===== src/rtl/recfg_arb_pkg.sv =====
package recfg_arb_pkg;

    typedef enum logic [1:0] {
        ST_USER = 2'd0,
        ST_PLL  = 2'd1,
        ST_CHAN = 2'd2
    } cal_state_t;

    typedef enum logic [1:0] {
        RG_CFG    = 2'd0,
        RG_CAP    = 2'd1,
        RG_STREAM = 2'd2,
        RG_NONE   = 2'd3
    } region_t;

    typedef struct packed {
        logic rx;
        logic tx;
        logic pll;
    } cal_en_t;

    localparam int OFS_HANDBACK = 'h000;
    localparam int OFS_CALEN    = 'h100;
    localparam int OFS_CAP_PLL  = 'h280;
    localparam int OFS_CAP_CH   = 'h281;
    localparam int OFS_STREAM   = 'h300;

    localparam logic [7:0] CODE_WITH_CAL = 8'h01;
    localparam logic [7:0] CODE_NO_CAL   = 8'h03;

endpackage


===== src/rtl/cal_sequencer.sv =====
module cal_sequencer
    import recfg_arb_pkg::*;
#(
    parameter int CAL_CYCLES = 64
) (
    input  logic    clk,
    input  logic    rst_n,
    input  logic    start,
    input  cal_en_t start_en,
    output logic    pll_busy,
    output logic    tx_busy,
    output logic    rx_busy,
    output logic    pll_eng,
    output logic    chan_eng
);

    localparam int CNT_W = (CAL_CYCLES > 1) ? $clog2(CAL_CYCLES) : 1;
    localparam logic [CNT_W-1:0] LOAD = CNT_W'(CAL_CYCLES - 1);

    cal_state_t       state_q, state_d;
    logic [CNT_W-1:0] cnt_q;
    cal_en_t          run_en_q;

    // next-state decision
    always_comb begin
        state_d = state_q;
        unique case (state_q)
            ST_USER: if (start) state_d = start_en.pll ? ST_PLL : ST_CHAN;
            ST_PLL:  if (cnt_q == '0) state_d = ST_CHAN;
            ST_CHAN: if (cnt_q == '0) state_d = ST_USER;
            default: state_d = ST_USER;
        endcase
    end

    // state register with phase counter and latched run enables
    always_ff @(posedge clk) begin
        if (!rst_n) begin
            state_q  <= ST_PLL;
            cnt_q    <= LOAD;
            run_en_q <= '1;
        end else begin
            state_q <= state_d;
            if (state_d != state_q) begin
                cnt_q <= LOAD;
            end else if (cnt_q != '0) begin
                cnt_q <= cnt_q - 1'b1;
            end
            if (state_q == ST_USER && start) begin
                run_en_q <= start_en;
            end
        end
    end

    // outputs per state
    always_comb begin
        pll_busy = 1'b0;
        tx_busy  = 1'b0;
        rx_busy  = 1'b0;
        pll_eng  = 1'b0;
        chan_eng = 1'b0;
        unique case (state_q)
            ST_PLL: begin
                pll_busy = run_en_q.pll;
                pll_eng  = 1'b1;
                chan_eng = 1'b1;
            end
            ST_CHAN: begin
                tx_busy  = run_en_q.tx;
                rx_busy  = run_en_q.rx;
                chan_eng = 1'b1;
            end
            default: begin
                chan_eng = 1'b0;
            end
        endcase
    end

endmodule


===== src/rtl/addr_region_sel.sv =====
module addr_region_sel
    import recfg_arb_pkg::*;
#(
    parameter int ADDR_W     = 10,
    parameter int SEP_STATUS = 0
) (
    input  logic [ADDR_W-1:0] address,
    input  logic              chan_eng,
    output region_t           region,
    output logic              waitrequest
);

    localparam logic SEP_BIT = (SEP_STATUS != 0);

    logic cfg_wait;
    logic stream_wait;

    always_comb begin
        if (address < ADDR_W'(OFS_CAP_PLL)) begin
            region = RG_CFG;
        end else if (address == ADDR_W'(OFS_CAP_PLL) || address == ADDR_W'(OFS_CAP_CH)) begin
            region = RG_CAP;
        end else if (address >= ADDR_W'(OFS_STREAM)) begin
            region = RG_STREAM;
        end else begin
            region = RG_NONE;
        end
    end

    // per-source stall terms
    assign cfg_wait    = chan_eng & ~SEP_BIT;
    assign stream_wait = 1'b0;

    always_comb begin
        unique case (region)
            RG_CFG:    waitrequest = cfg_wait;
            RG_STREAM: waitrequest = stream_wait;
            default:   waitrequest = 1'b0;
        endcase
    end

endmodule


===== src/rtl/cal_regfile.sv =====
module cal_regfile
    import recfg_arb_pkg::*;
#(
    parameter int ADDR_W = 10,
    parameter int DATA_W = 32
) (
    input  logic              clk,
    input  logic              rst_n,
    input  logic [ADDR_W-1:0] address,
    input  logic              read,
    input  logic              write,
    input  logic [DATA_W-1:0] writedata,
    input  logic              waitrequest,
    input  region_t           region,
    input  logic              pll_busy,
    input  logic              tx_busy,
    input  logic              rx_busy,
    input  logic              pll_eng,
    input  logic              chan_eng,
    output logic [DATA_W-1:0] readdata,
    output logic              start,
    output cal_en_t           cal_en
);

    logic    wr_ok;
    logic    code_ok;
    cal_en_t en_q;
    logic    unused_wd;

    assign unused_wd = ^writedata[DATA_W-1:8];

    assign wr_ok = write && !waitrequest && region == RG_CFG && !chan_eng;

    assign code_ok = (writedata[7:0] == CODE_WITH_CAL && en_q != '0)
                  || (writedata[7:0] == CODE_NO_CAL && en_q == '0);

    assign start  = wr_ok && address == ADDR_W'(OFS_HANDBACK) && code_ok;
    assign cal_en = en_q;

    always_ff @(posedge clk) begin
        if (!rst_n) begin
            en_q <= '1;
        end else if (wr_ok && address == ADDR_W'(OFS_CALEN)) begin
            en_q <= cal_en_t'(writedata[2:0]);
        end
    end

    always_comb begin
        readdata = '0;
        if (read) begin
            unique case (region)
                RG_CFG: begin
                    if (!chan_eng && address == ADDR_W'(OFS_CALEN)) begin
                        readdata[2:0] = en_q;
                    end
                end
                RG_CAP: begin
                    if (address == ADDR_W'(OFS_CAP_PLL)) begin
                        readdata[2:0] = {pll_eng, 1'b0, pll_busy};
                    end else begin
                        readdata[2:0] = {chan_eng, rx_busy, tx_busy};
                    end
                end
                default: readdata = '0;
            endcase
        end
    end

endmodule


===== src/rtl/reconfig_bus_arbiter.sv =====
module reconfig_bus_arbiter
    import recfg_arb_pkg::*;
#(
    parameter int ADDR_W     = 10,
    parameter int DATA_W     = 32,
    parameter int CAL_CYCLES = 64,
    parameter int SEP_STATUS = 0
) (
    input  logic              clk,
    input  logic              rst_n,
    input  logic [ADDR_W-1:0] address,
    input  logic              read,
    input  logic              write,
    input  logic [DATA_W-1:0] writedata,
    output logic [DATA_W-1:0] readdata,
    output logic              waitrequest,
    output logic              pll_cal_busy,
    output logic              tx_cal_busy,
    output logic              rx_cal_busy
);

    region_t region;
    cal_en_t cal_en;
    logic    start;
    logic    pll_eng;
    logic    chan_eng;

    cal_sequencer #(
        .CAL_CYCLES(CAL_CYCLES)
    ) u_seq (
        .clk      (clk),
        .rst_n    (rst_n),
        .start    (start),
        .start_en (cal_en),
        .pll_busy (pll_cal_busy),
        .tx_busy  (tx_cal_busy),
        .rx_busy  (rx_cal_busy),
        .pll_eng  (pll_eng),
        .chan_eng (chan_eng)
    );

    addr_region_sel #(
        .ADDR_W     (ADDR_W),
        .SEP_STATUS (SEP_STATUS)
    ) u_sel (
        .address     (address),
        .chan_eng    (chan_eng),
        .region      (region),
        .waitrequest (waitrequest)
    );

    cal_regfile #(
        .ADDR_W (ADDR_W),
        .DATA_W (DATA_W)
    ) u_regs (
        .clk         (clk),
        .rst_n       (rst_n),
        .address     (address),
        .read        (read),
        .write       (write),
        .writedata   (writedata),
        .waitrequest (waitrequest),
        .region      (region),
        .pll_busy    (pll_cal_busy),
        .tx_busy     (tx_cal_busy),
        .rx_busy     (rx_cal_busy),
        .pll_eng     (pll_eng),
        .chan_eng    (chan_eng),
        .readdata    (readdata),
        .start       (start),
        .cal_en      (cal_en)
    );

endmodule


===== config.mk =====
export PLATFORM = sky130hd
export DESIGN_NAME = reconfig_bus_arbiter
export DESIGN_NICKNAME = d
export VERILOG_FILES = /design/src/rtl/recfg_arb_pkg.sv /design/src/rtl/cal_sequencer.sv /design/src/rtl/addr_region_sel.sv /design/src/rtl/cal_regfile.sv /design/src/rtl/reconfig_bus_arbiter.sv
export SDC_FILE = /design/constraint.sdc
export NUM_CORES = 1
export LEC_CHECK = 0
export BUFFER_PORTS_ARGS = -buffer_cell sky130_fd_sc_hd__buf_2
export CAP_MARGIN = 30
export CORE_MARGIN = 2
export CORE_UTILIZATION = 38
export CTS_CLUSTER_SIZE = 20
export DETAILED_ROUTE_END_ITERATION = 12
export PLACE_DENSITY = 0.74
export SYNTH_ARGS = -nofsm -noshare
export SYNTH_HDL_FRONTEND = slang
export SYNTH_HIERARCHICAL = 1
export SYNTH_SLANG_ARGS = --single-unit

===== constraint.sdc =====
create_clock -name clk -period 3.5 [get_ports clk]
set_input_delay 1.05 -clock clk [delete_from_list [all_inputs] [get_ports clk]]
set_output_delay 1.05 -clock clk [all_outputs]
set_load 0.05 [all_outputs]

==> metrics.yaml, run 1 <==
synthesis:
  synth_largest_area_cell: "dfxtp_1"
  ys_warn_count: 6
  synth_async_sr_flop_share_pct: 0
  ys_ff_latch: 14
  synth_common_cells: "buf_4 (29), dfxtp_1 (14), nand2_1 (13), inv_1 (7)"
  synth_area_per_cell_sq_um: 8.70
  synth-main-ff-cell: "dfxtp_1"
  yosys-top-cells-area: "dfxtp_1 (22%), buf_4 (17%), ha_1 (5.9%), nand2_1 (3.8%), mux2i_1 (3.2%)"
  syn_area_sq_mm: 0.00127
  synth_top_area_share_pct: 22.1
  seq_area_frac_synth_pct: 22.1
  syn_inst: 146
  synth_most_common_cell: "buf_4"
  synth_edf_count: 0
  ys_types: 45
place:
  hpwl_mm: 2.06
  dpl-instance-area_sq_mm: 0.00149
  gp_congestion: 0.841
  dp.cells: 230
  port_buffers: 28
clock_tree:
  cts_tree: "done"
  ctsHtreeMaxLevel: 1
  clk_latency_ps: 270
  ctsLongestPathBuffers: 2
  root_buffer: "clkbuf_4"
  hold_buffers: 0
  cts_buffers: 3
  cts_sinks: 14
  clk_pin_slew_ps: 70
finish:
  finalNonFillerCells: 239
  drive_gt1_share_pct: 36.9
  area_growth_pct: 31.9
  design_area_sq_mm: 0.00168
  num-nets-final: 249
  antenna_cells: 0
  fillers: 286
sta:
  max_slew.worst_pin.slew_ps: 619
  skew_ps: 9.46
  fmax_mhz: 257
  hold_ws_ps: 465
  fin_ws_ps: -388
  finalCriticalPeriod_ps: 3890
  finalHoldViolations: 0
  setup_viol: 3
  max_slew_margin_pct: 58.5
  drv_slew: 0
  rsz0062_at_grt: "yes"
  finalCritPeriodShare_pct: 111
die:
  core_area_sq_mm: 0.00313
  initial_core_util_pct: 40.6
  die_h_um: 61.8
  dieArea_sq_mm: 0.00382
  die_x_um: 61.8
  ioPinCount: 82
  rows: 20
run_status:
  status: "finished, violations left"
  violations: "negative setup slack"
routing:
  vias: 1171
  drt_iter0_drc: 28
  drtPass1Iterations: 4
  viasPerCell: 4.90
  drt-wirelength-per-cell_um: 12.3
  antenna_left: 0
  drc: 0
  totalWireLength_mm: 2.93
setup_path:
  crit_fanout: 3
  worst-setup-path-type: "in -> out"
  cp-end-kind: "output port"
  cp.arrival_ps: 2840
  cp-start-kind: "input port"
  cp.required_ps: 2450
global_routing:
  grt_pass1_vias: 1027
  grt_usage_pct: 15.4
  grt_pass1_wl_mm: 4.42
  grt_overflow: 0
  antenna_found_initial: 0
  grt_max_degree: 10
worst_hold_path:
  hold_class: "reg -> reg"
power:
  p_per_area_mw_per_mm2: 223
  peakVddDrop_mv: 0.117
  leakagePower_nw: 0.794
  total_power_mw: 0.373
flow_run:
  maxCapViolations: 0
==> metal layers <==
layer / global-route usage (%) / share of wire [%] / up-vias
li1: - / - / 572
met1: 18.6 / 39 / 549
met2: 27.1 / 55 / 42
met3: 1.24 / 3.5 / 8
met4: 8.21 / 2.9 / 0
met5: 0 / 0 / -
==> timing repair <==
item / in CTS / in global routing
gates resized for setup: 16 / 9
pin swaps: 3 / 5
setup endpoints to repair: 9 / 9
setup buffers: 4 / 2
==> final timing paths <==
| check | slack [ps] | from | cells past startpoint | end |
|---|---|---|---|---|
| max | -390 | address[6] | 7 | readdata[2] |
| min | 460 | u_seq/run_en_q[0]$_SDFFE_PN1P_ | 2 | u_seq/run_en_q[0]$_SDFFE_PN1P_ |
| max reg2reg | 680 | u_seq/state_q[1]$_SDFF_PN0_ | 13 | u_seq/cnt_q[3]$_SDFFE_PP1N_ |
| min reg2reg | 460 | u_seq/run_en_q[0]$_SDFFE_PN1P_ | 2 | u_seq/run_en_q[0]$_SDFFE_PN1P_ |
==> placed cells by master, fill, tap and decap left out, drive strengths merged, types with 2 or more instances in the layout <==
master  instances
o211ai          3
mux2i           4
nor4            4
nor2            3
nand3           6
nor2b           2
ha              6
a21oi           3
nor3            4
xnor2           4
buf            48
clkbuf          3
nand2          13
and3            2
o221ai          3
and2            4
o21ai           5
or4             3
or4b            3
inv             7
conb           29
a22o            2
dfxtp          14
o22ai           2
mux2            3
or3             2
==> logic make-up after synthesis <==
group / after synthesis / synth area share (%)
xor+xnor: 5 / 3.45
fa+ha+maj: 6 / 5.91
compound gates: 26 / 17.5
simple gates: 50 / 24.8
other cells: 1 / 0.295
mux: 7 / 5.81
flops: 14 / 22.1
buf+inv: 37 / 20.1
==> metrics by stage <==
| stage | util, % | worst slack (ps) | setup TNS (ps) |
|---|---|---|---|
| 6_report | 53.6 | -388 | -1090 |
| 5_1_grt | 53.6 | -443 | -1300 |
| 4_1_cts | 51.7 | -367 | -1070 |
| 3_5_place_dp | 47.7 | -630 | -3770 |
| 3_3_place_gp | 47.7 | -646 | -3900 |
| 2_1_floorplan | - | -165 | -445 |
==> final cells by class <==
type | count | area [sq um] | share of cell area [%]
Tap cell | 44 | 55.1 | 3.29
Multi-Input combinational cell | 123 | 946 | 56.5
Clock buffer | 3 | 22.5 | 1.34
Timing Repair Buffer | 48 | 345 | 20.6
Sequential cell | 14 | 280 | 16.7
Inverter | 7 | 26.3 | 1.57
==> sequential cells by signal, indices dropped and copies added (netlist names) <==
signal	count
u_seq/state_q	2
u_seq/run_en_q	3
u_seq/cnt_q	6
u_regs/cal_en	3
==> power breakdown <==
part           switching, mW  internal [mW]
sequential           0.00175          0.162
clock                 0.0471         0.0398
combinational         0.0940         0.0288
==> worst max-delay path, cell delays in order <==
cell    delay [ps]
buf_6           90
or4_4          550
nor4_4         270
buf_4          190
mux2_4         310
a22o_4         220
buf_6          150
Note: power is estimated with default switching activity, not from simulation.
==> inputs of run 2 (changes only) <==
SKIP_CTS_REPAIR_TIMING = 1   (was unset)
==> metrics.yaml, run 2 (synthesis gave the netlist of run 1 again) <==
finish:
  design_area_sq_mm: 0.00167
  fillers: 299
  drive_gt1_share_pct: 37.1
  area_growth_pct: 31.4
  largest_reg_flops: 6
  num-nets-final: 248
  finalNonFillerCells: 238
  final_cell_mix: "conb_1 (29), buf_2 (21), buf_4 (18)"
  top_register: "u_seq/cnt_q"
  mostFrequentLayoutCell: "conb_1"
  post-route-util_pct: 53.4
  antenna_cells: 0
power:
  p_per_area_mw_per_mm2: 225
  peakVddDrop_mv: 0.116
  leakagePower_nw: 0.793
  total_power_mw: 0.376
sta:
  max_slew_margin_pct: 58.6
  fin_ws_ps: -387
  finalHoldViolations: 0
  finalCriticalPeriod_ps: 3890
  max_slew.worst_pin.slew_ps: 619
  finalCritPeriodShare_pct: 111
  rsz0062_at_grt: "yes"
  tns_ps: -1100
  skew_ps: 10.3
  setup_viol: 3
  drv_slew: 0
  hold_ws_ps: 465
  fmax_mhz: 257
routing:
  drt-wirelength-per-cell_um: 12.1
  drt_iter0_drc: 33
  drc: 0
  vias: 1163
  antenna_left: 0
  drtPass1Iterations: 4
  viasPerCell: 4.89
  totalWireLength_mm: 2.88
setup_path:
  cp.required_ps: 2450
  cp.arrival_ps: 2840
  cp-end-kind: "output port"
  cp-start-kind: "input port"
  cp_top_family: "simple AND/OR/NAND/NOR gates"
  cp_cell_sequence: "buf_6, or4_4, nor4_4, mux2_4, a22o_4, buf_8"
  crit_fanout: 3
  worst-setup-path-type: "in -> out"
  path_buf_inv: 2
  slowest_delay_ps: 560
  slowest_stage: "or4_4"
global_routing:
  grt_pass1_wl_mm: 4.03
  grt_overflow: 0
  grt_usage_pct: 13.8
  grt_pass1_vias: 985
  antenna_found_initial: 0
  grt_max_degree: 10
place:
  preCtsSetupSlack_ps: -630
  gp_congestion: 0.841
  hpwl_mm: 2.06
  port_buffers: 28
  dpl-instance-area_sq_mm: 0.00149
  dp.cells: 230
flow_run:
  maxCapViolations: 0
clock_tree:
  clk_pin_slew_ps: 70
  root_buffer: "clkbuf_4"
  cts_buffers: 3
  clk_latency_ps: 270
  cts_tree: "done"
  ctsLongestPathBuffers: 2
  ctsHtreeMaxLevel: 1
  cts_sinks: 14
die:
  ioPinCount: 82
  rows: 20
  core_area_sq_mm: 0.00313
  die_x_um: 61.8
  initial_core_util_pct: 40.6
  die_h_um: 61.8
  dieArea_sq_mm: 0.00382
worst_hold_path:
  hold_class: "reg -> reg"
run_status:
  violations: "negative setup slack"
  status: "finished, violations left"
==> run 2: changes by cell type in the layout (fill, tap and decap cells not counted), sizes merged <==
cell	before	now
buf	48	47
==> run 2: worst reg2reg max path: cells and delay by family (launching register included) <==
kind | cells | cell delay (ps)
simple gates | 4 | 940
buf+inv | 4 | 520
flops | 1 | 330
fa+ha+maj | 1 | 300
compound gates | 3 | 480
==> run 2: area by class of cell <==
| class | count | area [sq um] | share of cell area [%] |
|---|---|---|---|
| flip-flops and latches | 14 | 280 | 16.8 |
| well taps | 44 | 55.1 | 3.30 |
| multi-input cells | 123 | 951 | 57.0 |
| inverters | 7 | 26.3 | 1.57 |
| repair buffers | 47 | 334 | 20.0 |
| clock buffers | 3 | 22.5 | 1.35 |
==> run 2: worst paths after layout <==
path,depth (start not counted),to,start,slack (ps)
max,6,readdata[2],address[2],-390
min,2,u_seq/run_en_q[0]$_SDFFE_PN1P_,u_seq/run_en_q[0]$_SDFFE_PN1P_,460
min reg2reg,2,u_seq/run_en_q[0]$_SDFFE_PN1P_,u_seq/run_en_q[0]$_SDFFE_PN1P_,460
max reg2reg,12,u_seq/cnt_q[3]$_SDFFE_PP1N_,u_seq/state_q[1]$_SDFF_PN0_,770
==> run 2: report_power, final <==
part / internal [mW] / total (mW) / switching, mW
clock: 0.0398 / 0.0872 / 0.0474
sequential: 0.162 / 0.164 / 0.00173
combinational: 0.0298 / 0.125 / 0.0951
total: 0.232 / 0.376 / 0.144
==> run 2: per-layer routing <==
metal  global-route usage, %  routed length [um]  up-vias
met5                       0                   0        -
met4                    6.69                  68        0
met3                    1.45                  78        8
met2                    23.8                1600       36
met1                    17.1                1130      546
li1                        -                   -      573
==> inputs of run 3 (changes only) <==
--- a/config.mk
+++ b/config.mk
@@ -7,9 +7,9 @@
 export LEC_CHECK = 0
-export BUFFER_PORTS_ARGS = -buffer_cell sky130_fd_sc_hd__buf_2
 export CAP_MARGIN = 30
 export CORE_MARGIN = 2
-export CORE_UTILIZATION = 38
+export CORE_UTILIZATION = 45
 export CTS_CLUSTER_SIZE = 20
 export DETAILED_ROUTE_END_ITERATION = 12
-export PLACE_DENSITY = 0.74
+export DONT_BUFFER_PORTS = 1
+export PLACE_DENSITY = 0.6
 export SKIP_CTS_REPAIR_TIMING = 1
==> constraint.sdc (replaced) <==
create_clock -name clk -period 3.3 [get_ports clk]
set_input_delay 0.99 -clock clk [delete_from_list [all_inputs] [get_ports clk]]
set_output_delay 0.99 -clock clk [all_outputs]
set_load 0.005 [all_outputs]
==> metrics.yaml, run 3 (synthesis gave the netlist of run 1 again) <==
run_status:
  status: "finished, violations left"
  violations: "negative setup slack"
routing:
  totalWireLength_mm: 2.50
  viasPerCell: 5.25
  antenna_left: 0
  drt-wirelength-per-cell_um: 13.4
  vias: 977
  drc: 0
  drt_iter0_drc: 25
  drtPass1Iterations: 4
sta:
  finalHoldViolations: 0
  max_slew_margin_pct: 59.1
  skew_ps: 3.35
  fmax_mhz: 287
  setup_viol: 3
  fin_ws_ps: -184
  finalCritPeriodShare_pct: 106
  max_slew.worst_pin.slew_ps: 611
  tns_ps: -520
  rsz0062_at_grt: "yes"
  drv_slew: 0
  finalCriticalPeriod_ps: 3480
clock_tree:
  cts_buffers: 3
  cts_tree: "done"
  clk_latency_ps: 280
  cts_sinks: 14
  ctsLongestPathBuffers: 2
  ctsHtreeMaxLevel: 1
  clk_pin_slew_ps: 90
  root_buffer: "clkbuf_4"
flow_run:
  maxCapViolations: 0
global_routing:
  grt_max_degree: 10
  grt_usage_pct: 15.6
  grt_overflow: 0
  antenna_found_initial: 0
  grt_pass1_wl_mm: 3.95
  grt_pass1_vias: 863
die:
  ioPinCount: 82
  dieArea_sq_mm: 0.00326
  rows: 19
  die_x_um: 57.1
  core_area_sq_mm: 0.00271
  initial_core_util_pct: 46.9
  die_h_um: 57.1
setup_path:
  worst-setup-path-type: "in -> out"
  r2r_slack_ps: 270
  reg2regPathDepth: 11
  cp.arrival_ps: 2490
  r2r_end: "u_seq/cnt_q[5]$_SDFFE_PP1N_"
  cp-end-kind: "output port"
  cp-start-kind: "input port"
  cp.required_ps: 2310
  r2r-start: "u_seq/state_q[1]$_SDFF_PN0_"
  crit_fanout: 3
finish:
  area_growth_pct: 4.43
  fillers: 267
  largest_reg_flops: 6
  top_register: "u_seq/cnt_q"
  mostFrequentLayoutCell: "conb_1"
  final_cell_mix: "conb_1 (29), dfxtp_1 (14), nand2_1 (13)"
  finalNonFillerCells: 186
  drive_gt1_share_pct: 17.4
  post-route-util_pct: 48.9
  antenna_cells: 0
  num-nets-final: 208
place:
  dp.cells: 180
  hpwl_mm: 1.97
  gp_congestion: 0.802
  port_buffers: 0
  preCtsSetupSlack_ps: -295
power:
  p_per_area_mw_per_mm2: 252
  leakagePower_nw: 0.590
  total_power_mw: 0.334
  peakVddDrop_mv: 0.198
worst_hold_path:
  hold_class: "reg -> reg"
  worstHoldStart: "u_seq/run_en_q[1]$_SDFFE_PN1P_"
  min_path_cells: 2
  hold_end: "u_seq/run_en_q[1]$_SDFFE_PN1P_"
==> run 3: cell count changes in the layout (fill, tap and decap cells not counted), sizes merged <==
cell    delta
clkbuf     +1
buf       -40
==> run 3: final cells by class <==
| type | instances | area (sq um) | share of cell area (%) |
|---|---|---|---|
| inverter | 7 | 26.3 | 1.98 |
| tap | 31 | 38.8 | 2.92 |
| clock buffer | 4 | 36.3 | 2.74 |
| sequential | 14 | 280 | 21.1 |
| timing repair buffer | 7 | 52.6 | 3.96 |
| multi-input combinational | 123 | 892 | 67.3 |
==> run 3: stage by stage <==
stage | hold slack, ps | area (sq um)
after global routing | 515 | 1330
after floorplan | 430 | 1400
after global placement | 444 | 1240
final | 469 | 1330
after CTS | 479 | 1280
after detailed placement | 458 | 1240
==> run 3: metal layers <==
layer	vias up	part of all wire, %	track usage [%]
met5	-	0	0
met4	0	0.76	4.65
met3	4	7.2	6.80
met2	33	47	22.7
met1	455	45	21.1
li1	485	-	-
==> run 3: critical path: stages <==
cell and delay (ps):
nor4_4 260, a21oi_2 90, or4_4 540, nor4_4 190, and3_4 250, a22o_1 160
==> run 3: how the worst max path moves through the flow <==
stage,slack [ps],startpoint,to,cells past startpoint
2_1_floorplan,-60,address[4],readdata[0],4
3_3_place_gp,-290,address[1],u_seq/cnt_q[3]$_SDFFE_PP1N_,10
3_5_place_dp,-300,address[1],u_seq/cnt_q[3]$_SDFFE_PP1N_,10
4_1_cts,-230,address[1],readdata[0],6
5_1_grt,-250,address[1],readdata[0],6
6_report,-180,address[1],readdata[0],6
==> run 3: power breakdown <==
group	leakage, nW	switching (mW)	internal (mW)
Sequential	0.114	0.00193	0.172
Clock	0.0210	0.0584	0.0671
Combinational	0.455	0.0204	0.0139
Total	0.590	0.0808	0.253
